$ cat config.mk
export PLATFORM = sky130hd
export DESIGN_NAME = tagged_cam
export DESIGN_NICKNAME = d
export VERILOG_FILES = /design/src/rtl/tcam_pkg.sv /design/src/rtl/tcam_scan.sv /design/src/rtl/tcam_store.sv /design/src/rtl/tcam_tags.sv /design/src/rtl/tagged_cam.sv
export SDC_FILE = /design/constraint.sdc
export NUM_CORES = 1
export LEC_CHECK = 0
export BUFFER_PORTS_ARGS = -buffer_cell sky130_fd_sc_hd__buf_2
export CORE_MARGIN = 10
export CORE_UTILIZATION = 63
export DETAILED_ROUTE_END_ITERATION = 6
export PLACE_DENSITY = 0.87
export SYNTH_ARGS = -nofsm -noshare
export SYNTH_HDL_FRONTEND = slang
export SYNTH_SLANG_ARGS = --single-unit
$ cat constraint.sdc
create_clock -name clk -period 4.78 [get_ports clk]
set_input_delay 0.717 -clock clk [delete_from_list [all_inputs] [get_ports clk]]
set_output_delay 0.717 -clock clk [all_outputs]
set_load 0.02 [all_outputs]
$ cat src/rtl/tcam_pkg.sv
package tcam_pkg;
  typedef enum logic [3:0] {
    OP_NOP    = 4'd0,
    OP_LDKEY  = 4'd1,
    OP_LDCARE = 4'd2,
    OP_SEARCH = 4'd3,
    OP_COUNT  = 4'd4,
    OP_MWRITE = 4'd5,
    OP_MULTI  = 4'd6,
    OP_STORE  = 4'd7,
    OP_FIND   = 4'd8,
    OP_READ   = 4'd9,
    OP_WRITE  = 4'd10,
    OP_TSET   = 4'd11,
    OP_TCLR   = 4'd12,
    OP_TREAD  = 4'd13,
    OP_TCOPY  = 4'd14,
    OP_FREE   = 4'd15
  } op_e;
endpackage

$ cat src/rtl/tcam_scan.sv
// Lowest set index, any-set, and population count over a vector.
module tcam_scan #(
  parameter int N  = 8,
  parameter int AW = 3,
  parameter int CW = 4
) (
  input  logic [N-1:0]  vec,
  output logic          any,
  output logic [AW-1:0] first,
  output logic [CW-1:0] count
);
  always_comb begin
    any   = |vec;
    first = '0;
    for (int i = N - 1; i >= 0; i--) begin
      if (vec[i]) first = AW'(i);
    end
    count = '0;
    for (int i = 0; i < N; i++) begin
      count = count + CW'(vec[i]);
    end
  end
endmodule

$ cat src/rtl/tcam_store.sv
// Word storage with occupancy bits and the per-word masked comparators.
module tcam_store #(
  parameter int WORDS = 8,
  parameter int WIDTH = 16,
  localparam int AW = $clog2(WORDS)
) (
  input  logic                         clk,
  input  logic                         rst_n,
  input  logic [WORDS-1:0]             we,
  input  logic [WIDTH-1:0]             be,
  input  logic [WIDTH-1:0]             wdata,
  input  logic [WORDS-1:0]             vclr,
  input  logic [WIDTH-1:0]             key,
  input  logic [WIDTH-1:0]             care,
  input  logic [AW-1:0]                rd_addr,
  output logic [WORDS-1:0]             occ,
  output logic [WORDS-1:0]             hit,
  output logic [WIDTH-1:0]             rd_word
);
  logic [WORDS-1:0][WIDTH-1:0] words;

  for (genvar g = 0; g < WORDS; g++) begin : g_word
    logic [WIDTH-1:0] word_q;
    logic             occ_q;

    always_ff @(posedge clk or negedge rst_n) begin
      if (!rst_n) begin
        word_q <= '0;
        occ_q  <= 1'b0;
      end else begin
        if (we[g]) begin
          word_q <= (word_q & ~be) | (wdata & be);
          occ_q  <= 1'b1;
        end else if (vclr[g]) begin
          occ_q  <= 1'b0;
        end
      end
    end

    assign words[g] = word_q;
    assign occ[g]   = occ_q;
    assign hit[g]   = occ_q && (((word_q ^ key) & care) == '0);
  end

  assign rd_word = words[rd_addr];
endmodule

$ cat src/rtl/tcam_tags.sv
// Two tag bit-slice registers, one bit per word.
module tcam_tags #(
  parameter int WORDS = 8
) (
  input  logic             clk,
  input  logic             rst_n,
  input  logic             sel,
  input  logic             ld_en,
  input  logic [WORDS-1:0] ld_val,
  input  logic             cp_en,
  output logic [WORDS-1:0] cur,
  output logic [WORDS-1:0] tag_a,
  output logic [WORDS-1:0] tag_b
);
  logic [1:0][WORDS-1:0] t_q;

  always_ff @(posedge clk or negedge rst_n) begin
    if (!rst_n) begin
      t_q <= '0;
    end else if (ld_en) begin
      t_q[sel] <= ld_val;
    end else if (cp_en) begin
      t_q[~sel] <= t_q[sel];
    end
  end

  assign cur   = t_q[sel];
  assign tag_a = t_q[0];
  assign tag_b = t_q[1];
endmodule

$ cat src/rtl/tagged_cam.sv
module tagged_cam #(
  parameter int WORDS = 8,
  parameter int WIDTH = 16,
  localparam int AW = $clog2(WORDS),
  localparam int CW = $clog2(WORDS + 1),
  localparam int RW = (WIDTH > WORDS) ? WIDTH : WORDS
) (
  input  logic             clk,
  input  logic             rst_n,
  input  logic             cmd_valid,
  output logic             cmd_ready,
  input  logic [3:0]       cmd_op,
  input  logic             cmd_tsel,
  input  logic [AW-1:0]    cmd_addr,
  input  logic [WIDTH-1:0] cmd_wdata,
  output logic             res_valid,
  output logic [RW-1:0]    res_data,
  output logic             res_flag
);
  import tcam_pkg::*;

  op_e              op;
  logic [WIDTH-1:0] key_q, care_q;
  logic [WORDS-1:0] we, vclr, addr_oh, word_valid, hit, tag_cur, tag_a, tag_b;
  logic [WORDS-1:0] tag_ld_val;
  logic             tag_ld, tag_cp;
  logic [WIDTH-1:0] be, wdata, rd_word;
  logic             free_any, tag_any;
  logic [AW-1:0]    free_first, tag_first;
  logic [CW-1:0]    free_cnt, tag_cnt;
  logic [RW-1:0]    res_d;
  logic             flag_d;

  assign op        = op_e'(cmd_op);
  assign cmd_ready = 1'b1;
  assign addr_oh   = WORDS'(1) << cmd_addr;

  always_ff @(posedge clk or negedge rst_n) begin
    if (!rst_n) begin
      key_q  <= '0;
      care_q <= '0;
    end else if (cmd_valid) begin
      if (op == OP_LDKEY)  key_q  <= cmd_wdata;
      if (op == OP_LDCARE) care_q <= cmd_wdata;
    end
  end

  always_comb begin
    we         = '0;
    vclr       = '0;
    be         = care_q;
    wdata      = key_q;
    tag_ld     = 1'b0;
    tag_ld_val = '0;
    tag_cp     = 1'b0;
    if (cmd_valid) begin
      unique case (op)
        OP_MWRITE: we = addr_oh;
        OP_MULTI:  we = tag_cur;
        OP_STORE: begin
          we = free_any ? (WORDS'(1) << free_first) : '0;
          be = '1;
        end
        OP_WRITE: begin
          we    = addr_oh;
          be    = '1;
          wdata = cmd_wdata;
        end
        OP_FREE:   vclr = addr_oh;
        OP_SEARCH: begin
          tag_ld     = 1'b1;
          tag_ld_val = hit;
        end
        OP_TSET: begin
          tag_ld     = 1'b1;
          tag_ld_val = '1;
        end
        OP_TCLR:   tag_ld = 1'b1;
        OP_TCOPY:  tag_cp = 1'b1;
        default: ;
      endcase
    end
  end

  tcam_store #(.WORDS(WORDS), .WIDTH(WIDTH)) u_store (
    .clk(clk), .rst_n(rst_n), .we(we), .be(be), .wdata(wdata), .vclr(vclr),
    .key(key_q), .care(care_q), .rd_addr(cmd_addr), .occ(word_valid),
    .hit(hit), .rd_word(rd_word)
  );

  tcam_tags #(.WORDS(WORDS)) u_tags (
    .clk(clk), .rst_n(rst_n), .sel(cmd_tsel), .ld_en(tag_ld),
    .ld_val(tag_ld_val), .cp_en(tag_cp), .cur(tag_cur),
    .tag_a(tag_a), .tag_b(tag_b)
  );

  tcam_scan #(.N(WORDS), .AW(AW), .CW(CW)) u_free_scan (
    .vec(~word_valid), .any(free_any), .first(free_first), .count(free_cnt)
  );

  tcam_scan #(.N(WORDS), .AW(AW), .CW(CW)) u_tag_scan (
    .vec(tag_cur), .any(tag_any), .first(tag_first), .count(tag_cnt)
  );

  always_comb begin
    res_d  = '0;
    flag_d = 1'b0;
    unique case (op)
      OP_SEARCH: flag_d = ~|hit;
      OP_COUNT:  res_d  = RW'(tag_cnt);
      OP_STORE: begin
        res_d  = free_any ? RW'(free_first) : '0;
        flag_d = ~free_any;
      end
      OP_FIND: begin
        res_d  = tag_any ? RW'(tag_first) : '0;
        flag_d = ~tag_any;
      end
      OP_READ: begin
        res_d  = RW'(rd_word);
        flag_d = ~word_valid[cmd_addr];
      end
      OP_TREAD:  res_d = RW'(tag_cur);
      default: ;
    endcase
  end

  always_ff @(posedge clk or negedge rst_n) begin
    if (!rst_n) begin
      res_valid <= 1'b0;
      res_data  <= '0;
      res_flag  <= 1'b0;
    end else begin
      res_valid <= cmd_valid;
      res_data  <= cmd_valid ? res_d : '0;
      res_flag  <= cmd_valid & flag_d;
    end
  end
endmodule

# Word level (Yosys, flattened, before mapping)
# Index checks and enable logic that the tools add are counted.
[word_totals]
regBits = 202
output_inout_bits = 19
wordCells = 194
[op_classes]
n_addsub = 7
order_cmp = 5
eq_ne = 15
n_shift = 2
mux = 66
bitwise = 40
n_reduce_logical = 36
[ops]
columns = ["operator", "n"]
rows = [
  ["$and 16x16->16", 17],
  ["$logic_not 16->1", 8],
  ["$mux 16", 8],
  ["$or 16x16->16", 8],
  ["$xor 16x16->16", 8],
  ["$pmux 16 s5", 1],
  ["$mux 8", 9],
  ["$mux 3", 18],
  ["$bmux 16 s3", 1],
  ["$bwmux 16", 2],
  ["$eq 4x4->1 const B", 8],
  ["$add 4x1->4", 6],
  ["$pmux 8 s3", 1],
  ["$reduce_or 8->1", 3],
  ["$mux 1", 21],
  ["$reduce_bool 2->1", 9],
  ["$demux 8 s1", 2],
  ["$eq 4x3->1 const B", 4],
  ["$not 16->16", 1],
  ["$pmux 8 s2", 1],
  ["$shl 1x3->8 const A", 2],
  ["$logic_and 1x1->1", 10],
  ["$eq 4x2->1 const B", 2],
  ["$not 8->8", 1],
  ["other kinds (13)", 20],
]

# Depth between registers and ports, before layout
# Gate-level depths: netlist of run 1.
[depth]
depth_word = 14
ltp_mapped = 15
ltp_nobuf = 13

# Hierarchy
# A second synthesis of run 1 with hierarchy kept.
[hier_totals]
cells_unflattened = 1196
hier_area_um2 = 13138.9
[by_module_without_submodules]
columns = ["module", "n_inst", "cells_per_inst", "area_each_um2", "seq_area_each_um2"]
rows = [
  ["tcam_store", 1, 751, 8549.4, 3403.3],
  ["tagged_cam", 1, 278, 2934.1, 1251.2],
  ["tcam_tags", 1, 97, 1107.3, 400.4],
  ["tcam_scan", 2, 35, 274.0, 0.0],
]

# Worst setup path before layout of run 1
# Ideal clock, no wire load.
[synth_path]
kind = "in2reg"
from = "input port cmd_tsel"
to = "register res_data[1]"
setup_ps = 129
arrival_ps = 3903
t_required_ps = 4651
slack_ps = 748
cell_stages = 13
path_buffers = 2
cell_sequence = "buf_2 -> nand2_1 -> and2_0 -> clkbuf_1 -> ha_1 -> inv_1 -> fa_1 -> fa_1 -> fa_1 -> fa_1 -> o22ai_1 -> a221oi_1 -> a21oi_1"
[synth_via]
elab_chain_cells = 13
elab_cells_between_ends = 21
classes_between = "7 x add/sub; 13 x mux; 1 x reduce/logical"
[synth_lines]
columns = ["element", "line", "rtl"]
rows = [
  ["from (decl)", "tagged_cam.sv:13", "input logic cmd_tsel,"],
  ["$mux 8 (implied by the code) (*) (2 in a row)", "tcam_tags.sv:27", "assign cur = t_q[sel];"],
  ["parallel branches: the longest is 9 deep, another holds $add 4x1->4", "--", ""],
  ["$pmux 16 s5 (*)", "tagged_cam.sv:108", "unique case (op)"],
  ["$mux 16 (*)", "tagged_cam.sv:135", "res_data <= cmd_valid ? res_d : '0;"],
  ["to (signal assigned)", "tagged_cam.sv:135", ""],
  ["to (decl)", "tagged_cam.sv:17", "output logic [RW-1:0] res_data,"],
]
# Mark *: on every way between the ends. The select of a mux whose other input is x is not followed.
# A chain may end at the register's enable or synchronous reset.

# Final worst setup path of run 1
# Same ends and word-level chain as after synthesis.

==> results of run 1 <==
## worst max-delay path, stage by stage
cell,delay (ns)
buf_2,0.32
nand2_1,0.12
and2_0,0.28
ha_1,0.33
inv_1,0.05
fa_1,0.52
fa_1,0.52
fa_1,0.49
fa_1,0.55
o22ai_1,0.06
a221oi_1,0.25
a21oi_1,0.10
## per-layer routing
layer / vias to the layer above / part of all wire, % / global-route usage [%]
li1: 4139 / - / -
met1: 4818 / 38 / 34.2
met2: 625 / 47 / 44.1
met3: 155 / 10 / 5.81
met4: 0 / 5.8 / 14.2
met5: - / 0 / 0
## through the flow
| step | util, % | area, µm² | cells | hold WS [ns] | setup WS, ns |
|---|---|---|---|---|---|
| floorplan | - | 12700 | 1160 | 0.421 | 0.748 |
| global placement | 66.0 | 12900 | 1405 | 0.511 | 0.447 |
| detailed placement | 66.0 | 12900 | 1405 | 0.515 | 0.367 |
| CTS | 70.0 | 13700 | 1446 | 0.308 | 0.899 |
| global route | 70.0 | 13700 | 1446 | 0.330 | 0.657 |
| finish | 70.0 | 13700 | 1446 | 0.263 | 0.863 |
## cells in the mapped netlist (5+ instances only)
cell,count,area [µm²]
dfrtp_1,202,5050
xor2_1,130,1140
nand2_1,124,465
mux2_2,108,1220
nor2_1,84,315
a22oi_1,50,375
mux2_1,42,473
mux4_2,34,766
buf_2,31,155
clkbuf_1,31,116
mux2_4,28,420
inv_1,21,78.8
a31oi_1,18,113
nor3_1,16,80.1
nand4_1,14,87.6
or2_2,14,87.6
nor2b_1,13,81.3
a21oi_1,12,60.1
nand2b_1,12,75.1
o21ai_0,12,60.1
mux2i_1,11,110
nand3_1,11,55.1
buf_4,10,75.1
o21a_1,10,75.1
a211oi_1,9,67.6
a222oi_1,9,90.1
nand2_2,9,56.3
nor3_2,9,90.1
buf_6,6,67.6
o22ai_1,6,37.5
or2_1,5,31.3
## power breakdown
group	switching, mW	internal [mW]
clock	0.727	1.11
combinational	0.838	0.611
sequential	0.392	1.89
## area by class of cell
| type | instances | area (µm²) |
|---|---|---|
| fill | 1373 | 5880 |
| multi-input combinational | 856 | 7100 |
| sequential | 202 | 5050 |
| timing repair buffer | 61 | 357 |
| tap | 265 | 332 |
| inverter | 21 | 78.8 |
| clock buffer | 33 | 693 |
| clock inverter | 8 | 101 |
## cells by family (layout without fill, tap and decap cells)
kind of cell    count (synthesis)  in the layout  synth area share (%)
compound gates                153            153                  9.05
buf+inv                       102            123                  3.98
xor+xnor                      130            130                  9.00
other cells                     1              1                0.0296
fa+ha+maj                       8              8                  1.03
mux                           223            223                  23.6
flops                         202            202                  39.9
simple gates                  341            341                  13.4
## how the worst max path moves through the flow
| stage | startpoint | endpoint | slack [ns] | cells past startpoint |
|---|---|---|---|---|
| 2_1_floorplan | cmd_tsel | res_data[1] | 0.75 | 13 |
| 3_3_place_gp | cmd_tsel | res_data[1] | 0.45 | 12 |
| 3_5_place_dp | cmd_tsel | res_data[1] | 0.37 | 12 |
| 4_1_cts | cmd_tsel | res_data[1] | 0.90 | 12 |
| 5_1_grt | cmd_tsel | res_data[1] | 0.66 | 12 |
| 6_report | cmd_tsel | res_data[1] | 0.86 | 12 |
==> impl_results.md, run 1 <==
* CTS resizes at 0
* Dpl hpwl at 24500 µm
* Die ar. at 26200 µm²
* Post-Syn Area at 12700 µm²
* Global-route wire length before repair at 57100 µm
* CTS Sinks at approximately 200
* H-tree depth at 1
* Slew HR at 31.3%
* DIE WIDTH at 162 µm
* Worst-path maximum fanout at 24
* GRT Overall Usage at 27.4%
* Cells after synthesis at 1160
* Post-DRT Antenna Nets at 0
* DR pass1 iterations at 7
* Gpl congestion at around 0.99
* Hold Crit Class: in2async
* Synth cell types at 70
* F_max at 255 MHz
* Crit path DAT at about 4.3 ns
* Layout Skew at 0.0117 ns
* Failing checks: design-rule violations
* Post-synth top flop: dfrtp_1
* Clk_lat worst skew at 0.52 ns
* Fin. Hold Viols at 0
* Num CTS Buffers at 23
* Fin crit share at 81.9%
* Clock Pin Slew Worst Setup and Hold Paths at 0.06 ns
* Post-synth EDFFs at 0
* Residual DRC at 3
* Post-synthesis sequential area ratio at 39.9%
* GRT overflow at 0
* Die outline height at 162 µm
* Final Power at around 5.6 mW
* Share of post-route cells with drive strength above 1 at 27.4%
* Synth-to-layout area growth at 8.35%
* Most frequent cells in the layout: dfrtp_1, xor2_1, nand2_1, mux2_2, nor2_1
* Number of global-route vias before repair at 9781
* Worst endpoint required time at 5.17 ns
* FF-to-FF End: res_data[1]
* Max-cap viol count at 0
* Initial core utilization at 64.6%
* R2R cell count at 11
* Final setup fails at 0
* Worst Setup Start Kind: input port
* Synth Register Bits at 202
* Wire per inst at 25.1 µm
* Setup crit end kind: flip-flop
* Pwr dens at 407 nW/µm²
* Post-Syn Nets at about 1200
* I/O pin count at 46
* Setup TNS at 0 ns
* Worst reg-to-reg setup slack at around 1.1 ns
* Status: finished, violations left
* CTS Hold Buffers Added at 0
* Pins over their slew limit at 0
* Detailed Route WL at 36300 µm
* CTS tree: built
* Fin nets at 1200
* WS Path Type: in2reg
* Initial DRC count at 1387
* FF-to-FF Start: u_tags.tag_b[0]
* Input/output buffers at 44
* RSZ-0062 raised after global routing: false
* Syn Area/Cell at 10.9 µm²
* Leak pwr at 6.51 nW
* Via count at 9737
* YS warnings at 0
* Standard-cell rows at 51
* Worst-Margin Slew at between 1 and 1.5 ns
* # diodes at 0
* Initial antenna violation count at 0
* Post-CTS setup buffer count at 0
* Post-synth ARST share at between 90% and 100%
* Commonest non-fill, non-tap cell in the layout: dfrtp_1
* Pin count of the biggest net entering global routing at 93
* Tmin final at slightly below 4 ns
* Clk Tree Root Cell: clkbuf_16
* Core Region at around 20000 µm²
* Post-DR vias/cell at between 6 and 7
* Max VDD drop at 0.000332 V
* Maximum clock path buffer count at 3
Note: power is estimated with default switching activity, not from simulation.
==> run 2: changes to the inputs <==
CORE_UTILIZATION = 57   (was 63)
PLACE_DENSITY = 0.83   (was 0.87)
clock period = 3.16 ns   (was 4.78 ns; I/O delays follow)
==> run 2 against run 1 <==
Compared with the run above:
- the run ends with negative setup slack left
- clock-buffer cell count up 1
- register-to-register slack got worse by 1.2 ns
- non-clock buffer count increased by 23
- total power is 56% higher
- utilization decreased by 5.6 points
- die area increased by 9.2%
- wire length barely moved
- setup slack got worse by 1.0 ns
==> impl_results.md, run 2 (same netlist as run 1, synthesis figures left out) <==
* Final core occ at 64.4% (was 70.0%)
* Slew HR at 46.2% (was 31.3%)
* Failing checks: negative setup slack (was design-rule violations)
* Combinational Power Share at 26.0% (about the same)
* # diodes at 0 (unchanged)
* Inst Count DP at 1440 (was 1405)
* Layout Skew at 0.0109 ns (was 0.0117 ns)
* Die ar. at 28600 µm² (was 26200 µm²)
* Multi-input logic area at 7130 µm² (was 7100 µm²)
* Share of post-route cells with drive strength above 1 at 29.3% (was 27.4%)
* GRT Overall Usage at 25.2% (was 27.4%)
* Pins over their slew limit at 0 (unchanged)
* Tmin final at around 3.3 ns
* Status: finished, violations left (unchanged)
* CTS tree: built (unchanged)
* DIE WIDTH at 169 µm (was 162 µm)
* Maximum clock path buffer count at 3 (unchanged)
* Detailed Route WL at 36300 µm (about the same)
* Final Power at 8.71 mW (was 5.58 mW)
* Clock Pin Slew Worst Setup and Hold Paths at 0.06 ns (about the same)
* Critical path's slowest cell: fa_2 (was fa_1)
* Worst-Margin Slew at 0.805 ns (was 1.03 ns)
* Crit path DAT at 3.70 ns (was 4.31 ns)
* Area occupied by registers at 5050 µm² (unchanged)
* Pin count of the biggest net entering global routing at 66 (was 93)
* Clock Power Share at 34.3% (was 33.0%)
* Worst Setup Start Kind: flip-flop (was input port)
* Sw Share at 34.0% (was 35.1%)
* H-tree depth at 1 (unchanged)
* Leak pwr at 6.68 nW (was 6.51 nW)
* Post-DR vias/cell at 6.59 (was 6.73)
* Standard-cell rows at 54 (was 51)
* Fin. Hold Viols at 0 (unchanged)
* CP peak stage delay at 0.52 ns (was 0.55 ns)
* Max VDD drop at 0.000610 V (was 0.000332 V)
* CTS Sinks at 202 (unchanged)
* Num CTS Buffers at 24 (was 23)
* Clk_lat worst skew at 0.53 ns (was 0.52 ns)
* Post-DRT Antenna Nets at 0 (unchanged)
* Via count at 9774 (was 9737)
* WS Path Type: reg2reg (was in2reg)
* Setup crit end kind: flip-flop (unchanged)
* I/O pin count at 46 (unchanged)
* Initial DRC count at 1351 (was 1387)
* DR pass1 iterations at 6 (was 7)
* Most frequent cells in the layout: dfrtp_1, xor2_1, nand2_1, mux2_2, nor2_1 (unchanged)
* Initial core utilization at 58.0% (was 64.6%)
* Worst setup margin at -0.136 ns (was 0.863 ns)
* Fin nets at 1224 (was 1200)
* Net switching power at 2.96 mW (was 1.96 mW)
* Filler cells at 1634 (was 1373)
* Input/output buffers at 44 (unchanged)
* Core Region at 21800 µm² (was 19600 µm²)
* Synth-to-layout area growth at 11.0% (was 8.35%)
* Number of global-route vias before repair at 9772 (was 9781)
* Clk Tree Root Cell: clkbuf_16 (unchanged)
* Worst endpoint required time at 3.56 ns (was 5.17 ns)
* Max-cap viol count at 0 (unchanged)
* Dpl hpwl at 25000 µm (was 24500 µm)
* Setup TNS at -0.136 ns (was 0 ns)
* Pwr dens at 620 nW/µm² (was 407 nW/µm²)
* Flop pwr share at 39.7% (was 41.0%)
* Wire per inst at 24.5 µm (was 25.1 µm)
* Initial antenna violation count at 0 (unchanged)
* Cell Int Power at 5.75 mW (was 3.62 mW)
* Final setup fails at 1 (was 0)
* Final Non-Filler Cells at 1484 (was 1446)
* Worst-path maximum fanout at 2 (was 24)
* Commonest non-fill, non-tap cell in the layout: dfrtp_1 (unchanged)
* F_max at roughly 300 MHz
* Gpl congestion at 0.981 (was 0.990)
* Residual DRC at 0 (was 3)
* Hold Crit Class: in2reg (was in2async)
* Global-route wire length before repair at 57300 µm (was 57100 µm)
* Fin crit share at 104%
* Die outline height at 169 µm (was 162 µm)
* Cell breakdown of the critical path: nand2b_4 -> and2_4 -> ha_4 -> inv_2 -> fa_1 -> fa_1 -> fa_2 -> fa_2 -> o22ai_1 -> a221oi_1 -> a21oi_1 (was buf_2 -> nand2_1 -> and2_0 -> ha_1 -> inv_1 -> fa_1 -> fa_1 -> fa_1 -> fa_1 -> o22ai_1 -> a221oi_1 -> a21oi_1)
* RSZ-0062 raised after global routing: true (was false)
* GRT overflow at 0 (unchanged)
## run 2: timing repair
action | 4_1_cts | 5_1_grt
setup buffers | 0 | 2
cloned | 0 | 0
gates resized for setup | 3 | 1
hold endpoints to repair | 61 | 0
hold buffers | 1 | 0
setup endpoints to repair | 2 | 2
pin swaps | 1 | 3
## run 2: path summary, 6_finish.rpt
kind | from | to | slack [ns] | depth (start not counted)
worst min-delay path | cmd_wdata[8] | care_q[8] | 0.20 | 2
min in group asynchronous | rst_n | asynchronous set/reset pin | 0.48 | 2
max in group asynchronous | rst_n | care_q[4] | 1.83 | 3
worst min register to register | flip-flop | flip-flop | 0.54 | 1
worst max register to register | u_tags.tag_a[0] | res_data[1] | -0.14 | 11
worst max-delay path | u_tags.tag_a[0] | res_data[1] | -0.14 | 11
## run 2: worst max-delay path: cells and delay by family (launching register included)
kind	cells	cell delay, ns
fa+ha+maj	5	2.08
compound gates	3	0.45
flops	1	0.39
simple gates	2	0.23
buf+inv	1	0.03
## run 2: per-stage QoR
| stage | hold WS, ns | instance area, µm² | worst slack, ns |
|---|---|---|---|
| CTS | 0.201 | 14000 | -0.142 |
| detailed placement | 0.499 | 13200 | -0.477 |
| floorplan | 0.178 | 12700 | -0.271 |
| global placement | 0.498 | 13200 | -0.446 |
| finish | 0.202 | 14100 | -0.136 |
| global route | 0.214 | 14100 | -0.216 |
## run 2: power groups by stage
stage,Sequential [mW],Clock [mW],Combinational [mW]
final,3.45,2.99,2.26
after global routing,3.50,3.11,2.45
after CTS,3.43,3.00,2.18
after detailed placement,3.46,0,2.16
after global placement,3.44,0,2.12
after floorplan,3.06,0,1.82
## run 2: layer usage
layer	wire (µm)	global-route usage, %	share of wire, %	vias up
met1	14300	33.2	39	4900
met5	0	0	0	-
li1	-	-	-	4169
met3	3300	4.96	9.1	157
met4	2040	12.5	5.6	0
met2	16600	38.9	46	548
## run 2: layout make-up
| class | instances | area share [%] |
|---|---|---|
| Timing Repair Buffer | 84 | 4.14 |
| Multi-Input combinational cell | 856 | 50.7 |
| Clock buffer | 34 | 5.12 |
| Tap cell | 280 | 2.49 |
| Inverter | 21 | 0.561 |
| Clock inverter | 7 | 0.962 |
| Sequential cell | 202 | 36.0 |
==> run 3: changes to the inputs <==
CORE_MARGIN = 3   (was 10)
==> run 3 against run 2 <==
Compared with the run above:
- non-clock buffer count up 1
- total power down 1.3%
- global-route usage up 4.7 points
- first-iteration DRC count down 11%
- the flow finishes with violations (design-rule violations, negative setup slack)
- via count up 0.14%
- utilization up 1.0 points
- flip-flop and latch count unchanged
- die area down 16%
- hold slack worse by 0.0026 ns
- clock power down 4%
- wire length down 0.80%
- sequential power about the same
==> impl_results.md, run 3 (same netlist as run 1, synthesis figures left out) <==
* Hold WS at 0.199 ns (was 0.202 ns)
* R2R cell count at 11 (unchanged)
* Worst reg-to-reg setup slack at -0.07 ns (was -0.14 ns)
* Final setup fails at 2 (was 1)
* Commonest non-fill, non-tap cell in the layout: dfrtp_1 (unchanged)
* Clock Pin Slew Worst Setup and Hold Paths at 0.06 ns (about the same)
* Clk Tree Root Cell: clkbuf_16 (unchanged)
* Worst-path maximum fanout at 2 (unchanged)
* Inst Count DP at 1435 (was 1440)
* I/O pin count at 46 (unchanged)
* Final Non-Filler Cells at 1479 (was 1484)
* Die ar. at 24000 µm² (was 28600 µm²)
* DR pass1 iterations at 7 (was 6)
* Buf/Inv on CP at 1 (unchanged)
* Wire per inst at 24.3 µm (was 24.5 µm)
* CTS Sinks at 202 (unchanged)
* Pwr dens at 614 nW/µm² (was 620 nW/µm²)
* Post-DR vias/cell at 6.62 (was 6.59)
* Gpl congestion at 1.04 (was 0.981)
* Residual DRC at 2 (was 0)
* Initial core utilization at 59.1% (was 58.0%)
* Input/output buffers at 44 (unchanged)
* Detailed Route WL at 36000 µm (was 36300 µm)
* GRT overflow at 0 (unchanged)
* DIE WIDTH at 155 µm (was 169 µm)
* Synth-to-layout area growth at 10.7% (was 11.0%)
* Failing checks: design-rule violations, negative setup slack (was negative setup slack)
* Die outline height at 155 µm (was 169 µm)
* GRT Overall Usage at 29.8% (was 25.2%)
* Setup TNS at -0.0809 ns (was -0.136 ns)
* FF-to-FF End: res_data[1] (unchanged)
* Worst-Margin Slew at 0.852 ns (was 0.805 ns)
* WS Path Type: reg2reg (unchanged)
* Min-delay src: cmd_wdata[11] (was cmd_wdata[8])
* Crit path DAT at 3.63 ns (was 3.70 ns)
* Number of global-route vias before repair at 9794 (was 9772)
* Dpl ws at -0.495 ns (was -0.477 ns)
* Core Region at 21400 µm² (was 21800 µm²)
* Critical path's slowest cell: fa_1 (was fa_2)
* Num CTS Buffers at 23 (was 24)
* Post-DRT Antenna Nets at 0 (unchanged)
* Fin crit share at 102% (was 104%)
* Maximum clock path buffer count at 3 (unchanged)
* Layout Skew at 0.0210 ns (was 0.0109 ns)
* F_max at 310 MHz (was 303 MHz)
* # diodes at 0 (unchanged)
* Fin nets at 1224 (unchanged)
* Worst Setup Start Kind: flip-flop (unchanged)
* RSZ-0062 raised after global routing: true (unchanged)
* Most frequent cells in the layout: dfrtp_1, xor2_1, nand2_1, mux2_2, nor2_1 (unchanged)
* Status: finished, violations left (unchanged)
* Setup crit end kind: flip-flop (unchanged)
* Tmin final at 3.23 ns (was 3.30 ns)
* Hold Crit Class: in2reg (unchanged)
* Dpl hpwl at 24200 µm (was 25000 µm)
* Final core occ at 65.4% (was 64.4%)
* H-tree depth at 1 (unchanged)
* CP peak stage delay at 0.50 ns (was 0.52 ns)
* Worst endpoint required time at 3.56 ns (about the same)
* Slew HR at 43.2% (was 46.2%)
* Initial antenna violation count at 1 (was 0)
* CTS tree: built (unchanged)
* FF-to-FF Start: u_tags.tag_a[0] (unchanged)
* Max VDD drop at 0.000551 V (was 0.000610 V)
* Worst setup margin at -0.0677 ns (was -0.136 ns)
* Fin. Hold Viols at 0 (unchanged)
* Most used cell, CP: fa_1
* Via count at 9788 (was 9774)
* Hold depth at 2 (unchanged)
* Hold EP: care_q[11] (was care_q[8])
* Pins over their slew limit at 0 (unchanged)
* Standard-cell rows at 53 (was 54)
* Max-cap viol count at 0 (unchanged)
* Pin count of the biggest net entering global routing at 81 (was 66)
* Leak pwr at 6.67 nW (was 6.68 nW)
* Global-route wire length before repair at 56200 µm (was 57300 µm)
* Share of post-route cells with drive strength above 1 at 29.2% (was 29.3%)
* Cell breakdown of the critical path: nand2b_4 -> and2_4 -> ha_4 -> inv_2 -> fa_1 -> fa_1 -> fa_2 -> fa_1 -> o22ai_1 -> a221oi_2 -> a21oi_1 (was nand2b_4 -> and2_4 -> ha_4 -> inv_2 -> fa_1 -> fa_1 -> fa_2 -> fa_2 -> o22ai_1 -> a221oi_1 -> a21oi_1)
* Clk_lat worst skew at 0.54 ns (was 0.53 ns)
* Largest delay share family, worst path: adder cells (unchanged)
* Initial DRC count at 1205 (was 1351)
## run 3: cell count changes in the layout (fill, tap and decap cells not counted), sizes merged
cell      change
clkinvlp      +1
buf           +1
clkbuf        -3
inv           +1
## run 3: worst max path at each step
stage               cells past startpoint           to  slack [ns]             from
floorplan                              12  res_data[1]       -0.27         cmd_tsel
detailed placement                     12  res_data[1]       -0.49         cmd_tsel
global route                           12  res_data[2]       -0.15  u_tags.tag_a[0]
finish                                 11  res_data[1]       -0.07  u_tags.tag_a[0]
CTS                                    11  res_data[1]       -0.11  u_tags.tag_a[0]
global placement                       12  res_data[1]       -0.45         cmd_tsel
## run 3: layout make-up
cell class | count | area (µm²)
Fill cell | 1598 | 7410
Multi-Input combinational cell | 856 | 7130
Sequential cell | 202 | 5050
Clock buffer | 31 | 646
Timing Repair Buffer | 85 | 589
Tap cell | 275 | 344
Clock inverter | 9 | 163
Inverter | 21 | 78.8
## run 3: stage by stage
step,power [mW],cell area (µm²)
after global routing,8.93,14000
after detailed placement,5.60,13200
final,8.60,14000
after global placement,5.54,13200
after CTS,8.50,14000
after floorplan,4.89,12700
## run 3: metal layers
metal  share of wire [%]  vias to the layer above  GRT usage [%]  routed length, µm
li1                    -                     4175              -                  -
met1                  38                     4894           39.5              13800
met2                  47                      560           47.3              16800
met3                 9.9                      157           6.79               3570
met4                 5.2                        2           13.1               1860
met5               0.036                        -              0                 13
## run 3: what timing repair did
item,in CTS,in global routing
setup endpoints to repair,2,2
cloned,0,0
pin swaps,2,1
endpoints found under the hold margin,57,0
setup buffers,0,3
hold buffers,1,0
gates resized for setup,2,2
## run 3: power by group
part / switching (mW) / internal [mW]
clock: 1.10 / 1.76
sequential: 0.591 / 2.86
combinational: 1.28 / 1.01
total: 2.97 / 5.63
